[src/rtl/tri_timer_pkg.sv]
package tri_timer_pkg;
   typedef struct packed {
      logic [1:0] acc;
      logic [2:0] mode;
      logic       bcd;
   } cw_t;

   localparam logic [1:0] ACC_LATCH = 2'b00;
   localparam logic [1:0] ACC_LO    = 2'b01;
   localparam logic [1:0] ACC_HI    = 2'b10;
   localparam logic [1:0] ACC_LOHI  = 2'b11;

   localparam logic [2:0] MODE_TC   = 3'd0;
   localparam logic [1:0] CTRL_ADDR = 2'd3;
endpackage

[src/rtl/tri_timer_decode.sv]
module tri_timer_decode
   import tri_timer_pkg::*;
#(
   parameter int NUM_CH = 3,
   parameter int BYTE_W = 8
) (
   input  logic              wr_en,
   input  logic [1:0]        addr,
   input  logic [BYTE_W-1:0] wdata,
   output cw_t               cw,
   output logic [NUM_CH-1:0] cw_prog,
   output logic [NUM_CH-1:0] cnt_latch,
   output logic [NUM_CH-1:0] st_latch,
   output logic [NUM_CH-1:0] data_wr
);
   logic       ctrl;
   logic       is_rb;
   logic [1:0] sel;

   assign ctrl  = wr_en && (addr == CTRL_ADDR);
   assign sel   = wdata[7:6];
   assign is_rb = (sel == 2'd3);
   assign cw    = cw_t'(wdata[5:0]);

   for (genvar i = 0; i < NUM_CH; i++) begin : g_ch
      logic hit;
      assign hit          = ctrl && !is_rb && (sel == 2'(i));
      assign cw_prog[i]   = hit && (wdata[5:4] != ACC_LATCH);
      assign cnt_latch[i] = (hit && (wdata[5:4] == ACC_LATCH))
                         || (ctrl && is_rb && !wdata[5] && wdata[i+1]);
      assign st_latch[i]  = ctrl && is_rb && !wdata[4] && wdata[i+1];
      assign data_wr[i]   = wr_en && (addr == 2'(i));
   end
endmodule

[src/rtl/tri_timer_rdmux.sv]
module tri_timer_rdmux #(
   parameter int NUM_CH = 3,
   parameter int BYTE_W = 8
) (
   input  logic                          rd_en,
   input  logic [1:0]                    addr,
   input  logic [NUM_CH-1:0][BYTE_W-1:0] ch_bytes,
   output logic [NUM_CH-1:0]             rd_strobe,
   output logic [BYTE_W-1:0]             rdata
);
   for (genvar i = 0; i < NUM_CH; i++) begin : g_stb
      assign rd_strobe[i] = rd_en && (addr == 2'(i));
   end

   always_comb begin
      rdata = '0;
      for (int i = 0; i < NUM_CH; i++)
         if (rd_strobe[i]) rdata = ch_bytes[i];
   end
endmodule

[src/rtl/tri_timer_channel.sv]
module tri_timer_channel
   import tri_timer_pkg::*;
#(
   parameter int BYTE_W = 8
) (
   input  logic              clk,
   input  logic              rst_n,
   input  logic              cw_prog,
   input  cw_t               cw,
   input  logic              cnt_latch,
   input  logic              st_latch,
   input  logic              data_wr,
   input  logic [BYTE_W-1:0] wr_byte,
   input  logic              rd_strobe,
   input  logic              tick,
   input  logic              gate,
   output logic              out,
   output logic [BYTE_W-1:0] rd_byte,
   output logic [2:0]        mode_o,
   output logic              null_o
);
   localparam int CNT_W = 2 * BYTE_W;

   cw_t               cfg_q;
   logic              out_q, null_q, wr_hi_q, rd_hi_q, lat_q, st_q, pend_q, run_q;
   logic [BYTE_W-1:0] lo_hold_q, st_byte_q;
   logic [CNT_W-1:0]  init_q, cnt_q, lat_val_q;

   logic              rate_like, wr_done, bad_cnt, hi_sel, rd_last;
   logic [CNT_W-1:0]  wr_val, src;

   assign rate_like = (cfg_q.mode == 3'd2) || (cfg_q.mode == 3'd3);

   always_comb begin
      wr_done = 1'b0;
      wr_val  = '0;
      unique case (cfg_q.acc)
         ACC_LO:   begin wr_done = data_wr; wr_val = {{BYTE_W{1'b0}}, wr_byte}; end
         ACC_HI:   begin wr_done = data_wr; wr_val = {wr_byte, {BYTE_W{1'b0}}}; end
         ACC_LOHI: begin wr_done = data_wr && wr_hi_q; wr_val = {wr_byte, lo_hold_q}; end
         default:  ;
      endcase
   end

   assign bad_cnt = rate_like && (wr_val == CNT_W'(1));
   assign src     = lat_q ? lat_val_q : cnt_q;
   assign hi_sel  = (cfg_q.acc == ACC_HI) || ((cfg_q.acc == ACC_LOHI) && rd_hi_q);
   assign rd_last = (cfg_q.acc != ACC_LOHI) || rd_hi_q;
   assign rd_byte = st_q   ? st_byte_q
                  : hi_sel ? src[CNT_W-1:BYTE_W] : src[BYTE_W-1:0];

   always_ff @(posedge clk or negedge rst_n) begin
      if (!rst_n) begin
         cfg_q     <= '{acc: ACC_LOHI, mode: MODE_TC, bcd: 1'b0};
         out_q     <= 1'b1;
         null_q    <= 1'b1;
         wr_hi_q   <= 1'b0;
         rd_hi_q   <= 1'b0;
         lat_q     <= 1'b0;
         st_q      <= 1'b0;
         pend_q    <= 1'b0;
         run_q     <= 1'b0;
         lo_hold_q <= '0;
         st_byte_q <= '0;
         init_q    <= '0;
         cnt_q     <= '0;
         lat_val_q <= '0;
      end else if (cw_prog) begin
         cfg_q   <= cw;
         wr_hi_q <= 1'b0;
         rd_hi_q <= 1'b0;
         lat_q   <= 1'b0;
         st_q    <= 1'b0;
         null_q  <= 1'b1;
         pend_q  <= 1'b0;
         run_q   <= 1'b0;
         out_q   <= (cw.mode != MODE_TC);
      end else begin
         // host read side effects
         if (rd_strobe) begin
            if (st_q) st_q <= 1'b0;
            else begin
               if (cfg_q.acc == ACC_LOHI) rd_hi_q <= !rd_hi_q;
               if (lat_q && rd_last) lat_q <= 1'b0;
            end
         end
         // counting
         if (tick) begin
            if (pend_q) begin
               cnt_q  <= init_q;
               pend_q <= 1'b0;
               null_q <= 1'b0;
               run_q  <= 1'b1;
               if (rate_like) out_q <= 1'b1;
            end else if (run_q && gate) begin
               if (rate_like) begin
                  if (cnt_q == CNT_W'(1)) begin
                     cnt_q <= init_q;
                     out_q <= 1'b1;
                  end else begin
                     cnt_q <= cnt_q - 1'b1;
                     if (cnt_q == CNT_W'(2)) out_q <= 1'b0;
                  end
               end else begin
                  cnt_q <= cnt_q - 1'b1;
                  if (cnt_q == CNT_W'(1)) out_q <= 1'b1;
               end
            end
         end
         // count loading
         if (data_wr) begin
            if ((cfg_q.acc == ACC_LOHI) && !wr_hi_q) begin
               lo_hold_q <= wr_byte;
               wr_hi_q   <= 1'b1;
            end
            if (wr_done) begin
               wr_hi_q <= 1'b0;
               init_q  <= wr_val;
               if (bad_cnt) begin
                  pend_q <= 1'b0;
                  run_q  <= 1'b0;
               end else begin
                  pend_q <= 1'b1;
                  if (!rate_like) out_q <= 1'b0;
               end
            end
         end
         // snapshots
         if (cnt_latch && !lat_q) begin
            lat_val_q <= cnt_q;
            lat_q     <= 1'b1;
            rd_hi_q   <= 1'b0;
         end
         if (st_latch && !st_q) begin
            st_byte_q <= {out_q, null_q, cfg_q};
            st_q      <= 1'b1;
         end
      end
   end

   assign out    = out_q;
   assign mode_o = cfg_q.mode;
   assign null_o = null_q;
endmodule

[src/rtl/tri_interval_timer.sv]
module tri_interval_timer
   import tri_timer_pkg::*;
#(
   parameter int NUM_CH = 3,
   parameter int BYTE_W = 8
) (
   input  logic              clk,
   input  logic              rst_n,
   input  logic [1:0]        bus_addr,
   input  logic              bus_wr,
   input  logic [BYTE_W-1:0] bus_wdata,
   input  logic              bus_rd,
   output logic [BYTE_W-1:0] bus_rdata,
   input  logic [NUM_CH-1:0] ch_tick,
   input  logic [NUM_CH-1:0] ch_gate,
   output logic [NUM_CH-1:0] ch_out
);
   if (BYTE_W != 8 || NUM_CH < 1 || NUM_CH > 3) begin : g_param_err
      $error("tri_interval_timer: BYTE_W must be 8 and NUM_CH 1..3");
   end

   cw_t                          cw;
   logic [NUM_CH-1:0]            cw_prog, cnt_latch, st_latch, data_wr, rd_strobe;
   logic [NUM_CH-1:0][BYTE_W-1:0] ch_bytes;
   logic [NUM_CH-1:0][2:0]       ch_mode;
   logic [NUM_CH-1:0]            ch_null;

   tri_timer_decode #(.NUM_CH(NUM_CH), .BYTE_W(BYTE_W)) u_dec (
      .wr_en(bus_wr), .addr(bus_addr), .wdata(bus_wdata), .cw(cw),
      .cw_prog(cw_prog), .cnt_latch(cnt_latch), .st_latch(st_latch),
      .data_wr(data_wr)
   );

   tri_timer_rdmux #(.NUM_CH(NUM_CH), .BYTE_W(BYTE_W)) u_rd (
      .rd_en(bus_rd), .addr(bus_addr), .ch_bytes(ch_bytes),
      .rd_strobe(rd_strobe), .rdata(bus_rdata)
   );

   for (genvar i = 0; i < NUM_CH; i++) begin : g_ch
      tri_timer_channel #(.BYTE_W(BYTE_W)) u_ch (
         .clk(clk), .rst_n(rst_n),
         .cw_prog(cw_prog[i]), .cw(cw),
         .cnt_latch(cnt_latch[i]), .st_latch(st_latch[i]),
         .data_wr(data_wr[i]), .wr_byte(bus_wdata),
         .rd_strobe(rd_strobe[i]),
         .tick(ch_tick[i]), .gate(ch_gate[i]),
         .out(ch_out[i]), .rd_byte(ch_bytes[i]),
         .mode_o(ch_mode[i]), .null_o(ch_null[i])
      );
   end
endmodule

[config.mk]
export PLATFORM = sky130hd
export DESIGN_NAME = tri_interval_timer
export DESIGN_NICKNAME = d
export VERILOG_FILES = /design/src/rtl/tri_timer_pkg.sv /design/src/rtl/tri_timer_decode.sv /design/src/rtl/tri_timer_rdmux.sv /design/src/rtl/tri_timer_channel.sv /design/src/rtl/tri_interval_timer.sv
export SDC_FILE = /design/constraint.sdc
export NUM_CORES = 1
export LEC_CHECK = 0
export BUFFER_PORTS_ARGS = -buffer_cell sky130_fd_sc_hd__buf_4
export CORE_MARGIN = 3
export CORE_UTILIZATION = 30
export CTS_CLUSTER_DIAMETER = 200
export DETAILED_ROUTE_END_ITERATION = 6
export PLACE_DENSITY_LB_ADDON = 0.25
export SLEW_MARGIN = 10
export SYNTH_ARGS = -nofsm -noshare
export SYNTH_HDL_FRONTEND = slang
export SYNTH_HIERARCHICAL = 1
export SYNTH_SLANG_ARGS = --single-unit
export TNS_END_PERCENT = 100
[constraint.sdc]
create_clock -name clk -period 8.5 [get_ports clk]
set_clock_uncertainty 0.15 [all_clocks]
set_input_delay 0.85 -clock clk [delete_from_list [all_inputs] [get_ports clk]]
set_output_delay 0.85 -clock clk [all_outputs]
set_load 0.005 [all_outputs]
After elaboration in Yosys (flattened, before gate mapping)
Cells that the tools add are included.
W data, S select, Z words.
{"block": "classes", "add_sub_neg": 3, "n_eq_ne": 36, "muxes": 162, "n_bitwise": 3, "reduce_logical": 139}
{"operator": "$mux W16", "count": 15}
{"operator": "$pmux W16 S3", "count": 3}
{"operator": "$mux W1", "count": 132}
{"operator": "$eq A16 B1 Y1 const B", "count": 6}
{"operator": "$mux W8", "count": 9}
{"operator": "$logic_and A1 B1 Y1", "count": 50}
{"operator": "$eq A16 B2 Y1 const B", "count": 3}
{"operator": "$reduce_bool A3 Y1", "count": 16}
{"operator": "$sub A16 B1 Y16 const B", "count": 3}
{"operator": "$reduce_and A3 Y1", "count": 15}
{"operator": "$reduce_bool A2 Y1", "count": 13}
{"operator": "$reduce_and A2 Y1", "count": 12}
{"operator": "$eq A2 B2 Y1 const B", "count": 10}
{"operator": "$eq A3 B2 Y1 const B", "count": 6}
{"operator": "$logic_not A1 Y1", "count": 15}
{"operator": "$logic_or A1 B1 Y1", "count": 12}
{"operator": "$eq A2 B1 Y1 const B", "count": 5}
{"operator": "$ne A3 B2 Y1 const B", "count": 3}
{"operator": "$logic_not A2 Y1", "count": 3}
{"operator": "$ne A2 B2 Y1 const B", "count": 3}
{"operator": "$pmux W1 S2", "count": 3}
{"operator": "$reduce_or A2 Y1", "count": 3}
{"operator": "$not A1 Y1", "count": 3}
{"block": "word_totals", "regBits": 234, "output_inout_bits": 11, "elab_cells": 391}

Longest topological paths before layout
{"block": "logic_depth", "ltp_word": 12, "depth_mapped": 9, "mapped_depth_nobuf": 8}

Hierarchy
The synthesis kept the hierarchy.
{"module": "tri_timer_channel at g_ch[0].u_ch", "n_inst": 1, "cells_per_inst": 372, "area_per_inst_um2": 4171.5, "seq_area_each_um2": 1956.9}
{"module": "tri_timer_channel at g_ch[1].u_ch", "n_inst": 1, "cells_per_inst": 370, "area_per_inst_um2": 4170.2, "seq_area_each_um2": 1956.9}
{"module": "tri_timer_channel at g_ch[2].u_ch", "n_inst": 1, "cells_per_inst": 370, "area_per_inst_um2": 4081.4, "seq_area_each_um2": 1956.9}
{"module": "tri_timer_rdmux", "n_inst": 1, "cells_per_inst": 40, "area_per_inst_um2": 291.5, "seq_area_each_um2": 0.0}
{"module": "tri_timer_decode", "n_inst": 1, "cells_per_inst": 32, "area_per_inst_um2": 212.7, "seq_area_each_um2": 0.0}

Least setup slack after synthesis
OpenSTA, ideal clock, no wires.
{"block": "synth_path", "path_type": "register -> output", "start": "reg g_ch[0].u_ch/cfg_q[4] (netlist bit)", "end": "out bus_rdata[2]", "t_arrival_ns": 2.333, "required_time_ns": 7.500, "path_slack_ns": 5.167, "stages_incl_launch_ff": 9, "n_path_buf": 0, "path_cell_list": "dfstp_2 -> inv_1 -> ha_1 -> a21oi_2 -> mux4_1 -> mux2_2 -> mux2i_1 -> o21ai_1 -> and2_1"}
{"item": "start, declared", "line_no": "tri_timer_channel.sv:24", "rtl": "cw_t cfg_q;"}
{"item": "start signal, assigned", "line_no": "tri_timer_channel.sv:54", "rtl": "cfg_q <= '{acc: ACC_LOHI, mode: MODE_TC, bcd: 1'b0};"}
{"item": "start signal, assigned", "line_no": "tri_timer_channel.sv:69", "rtl": "cfg_q <= cw;"}
{"item": "end, declared", "line_no": "tri_interval_timer.sv:13", "rtl": "output logic [BYTE_W-1:0] bus_rdata,"}

==> run_results.csv <==
group,metric,value,unit
status,status,"finished clean",
timing,slew_violations,0,
detailed_routing,drtIter0Drc,531,
timing,period_needed,4.35,ns
cts,postCtsSetupBuffers,0,
cells_and_area,fillers,4191,
detailed_routing,vias_per_cell,5.30,
cells_and_area,drive_gt1_share,24.9,%
grt,antenna_found_initial,0,
floorplan,die_area,45400,sq um
detailed_routing,vias,9125,
pwr,p_total,4.36,mW
floorplan,io_pins,31,
detailed_routing,ant_nets,0,
floorplan,start_util,30.5,%
grt,grt.overflow.total,0,
grt,grt_pass1_vias,9207,
setup_path,worst-path-max-fanout,8,
timing,worstMarginPinSlew,1.19,ns
grt,top_usage_layer,"met2",
logic_synthesis,synth_nets,1219,
timing,setup_viol,0,
cts,cts_hold_buf,0,
timing,min_period_over_period,51.2,%
cts,root_buffer,"clkbuf_16",
cts,htree_levels,1,
place,place_congestion,0.753,
pwr,ir_drop,0.153,mV
logic_synthesis,netlist_area,12900,sq um
cts,clock_path_buffers,3,
cells_and_area,final_cell_mix,"dfrtp_1, mux2_2, nand2_1",
grt,met3_usage,2.06,%
grt,met1_usage,22.2,%
timing,setup_tns,0,ns
cells_and_area,area_delta_synth_final,11.2,%
logic_synthesis,synth.avg_cell_area,10.9,sq um
cts,clk_pin_slew,0.05,ns
grt,met2_usage,24.2,%
floorplan,row_count,75,
grt,grt_max_degree,114,
setup_path,rr_worst_depth,5,
logic_synthesis,synthCells,1175,
detailed_routing,wire_per_inst,19.8,microns
setup_path,cp.arrival,3.35,ns
floorplan,core_area,42100,sq um
pwr,power_density,305,nW/um^2
cells_and_area,final_cell_count_no_fill,1721,
cts,cts_buffers,28,
worst_hold_path,hold_path_class,"primary input to asynchronous set/reset pin",
cts,cts_resized,0,
timing,rsz0062_at_grt,"no",
setup_path,critPathCaptureType,"output port",
cts,clock-sinks,234,
timing,hold_viol,0,
detailed_routing,drc,0,
place,dpl_worst_slack,4.69,ns
setup_path,cp-start-kind,"register",
logic_synthesis,yosys_warnings,6,
cts,tritoncts,"built",
pwr,p_leak,6.02,nW
floorplan,die_y,213,microns
timing,max_freq,0.230,GHz
cts,insertion_delay,0.55,ns
job,drv_cap,0,
place,port_buffers,30,
place,dp.cells,1671,
grt,grt_pass1_wl,54800,microns
setup_path,cp.required,7.50,ns
cells_and_area,diodes,0,
setup_path,critPathKind,"register to output port",
grt,gr-usage-all-layers,15.3,%
cells_and_area,fin_nets,1206,
timing,relSlewSlack,20.3,%
cells_and_area,layout_commonest_cell,"dfrtp_1",
floorplan,die_x,213,microns
detailed_routing,first_pass_iters,5,
place,place_hpwl,22800,microns
detailed_routing,wirelength,34100,microns
timing,layout_setup_ws,4.15,ns
==> flip-flops by register name, indices dropped and copies added (netlist names), 9 cells and up <==
| signal | cells |
|---|---|
| g_ch.u_ch/mode_o | 9 |
| g_ch.u_ch/lat_val_q | 48 |
| g_ch.u_ch/st_byte_q | 24 |
| g_ch.u_ch/cfg_q | 9 |
| g_ch.u_ch/cnt_q | 48 |
| g_ch.u_ch/init_q | 48 |
| g_ch.u_ch/lo_hold_q | 24 |
==> metal layers <==
| metal | part of all wire (%) | vias to the layer above | wire (microns) |
|---|---|---|---|
| met5 | 0 | - | 0 |
| met4 | 2.4 | 0 | 832 |
| met3 | 3.6 | 47 | 1240 |
| met2 | 46 | 166 | 15600 |
| met1 | 48 | 4608 | 16400 |
| li1 | - | 4304 | - |
==> area by class of cell <==
type	count	area, sq um	area share (%)
clock buffers	46	850	5.94
clock inverters	4	73.8	0.516
inverters	38	143	0.998
multi-input cells	822	6390	44.7
flip-flops and latches	234	5870	41.1
well taps	539	674	4.72
repair buffers	38	293	2.05
==> path summary, 6_finish.rpt <==
kind | from | to | slack (ns)
min | rst_n | g_ch[1].u_ch/cnt_q[2]$_DFFE_PN0P_ | 0.20
max in group asynchronous | rst_n | g_ch[0].u_ch/init_q[3]$_DFFE_PN0P_ | 6.49
max | g_ch[1].u_ch/cfg_q[4]$_DFFE_PN1P_ | bus_rdata[4] | 4.15
max reg2reg | g_ch[0].u_ch/cfg_q[4]$_DFFE_PN1P_ | g_ch[0].u_ch/init_q[4]$_DFFE_PN0P_ | 5.26
min reg2reg | g_ch[1].u_ch/null_o$_DFFE_PN1P_ | g_ch[1].u_ch/null_o$_DFFE_PN1P_ | 0.30
min in group clk | g_ch[1].u_ch/null_o$_DFFE_PN1P_ | g_ch[1].u_ch/null_o$_DFFE_PN1P_ | 0.30
==> critical path: stages, from the launching register on <==
cell and delay, ns:
dfstp_2 0.55, inv_1 0.09, ha_1 0.23, a21oi_2 0.47, mux4_2 0.59, mux2_2 0.27, mux2i_1 0.14, o21ai_1 0.14
and2_1 0.20, buf_4 0.13
==> where the power goes <==
part	switching (mW)	internal (mW)
clock	0.463	0.736
sequential	0.426	1.52
combinational	0.600	0.613
==> through the flow <==
stage | hold slack, ns | utilization [%] | area [sq um]
after floorplan | 0.287 | - | 12900
after global placement | 0.297 | 31.7 | 13400
after detailed placement | 0.298 | 31.7 | 13400
after CTS | 0.255 | 33.9 | 14300
after global routing | 0.275 | 33.9 | 14300
final | 0.203 | 33.9 | 14300
Note: power is estimated with default switching activity, not from simulation.
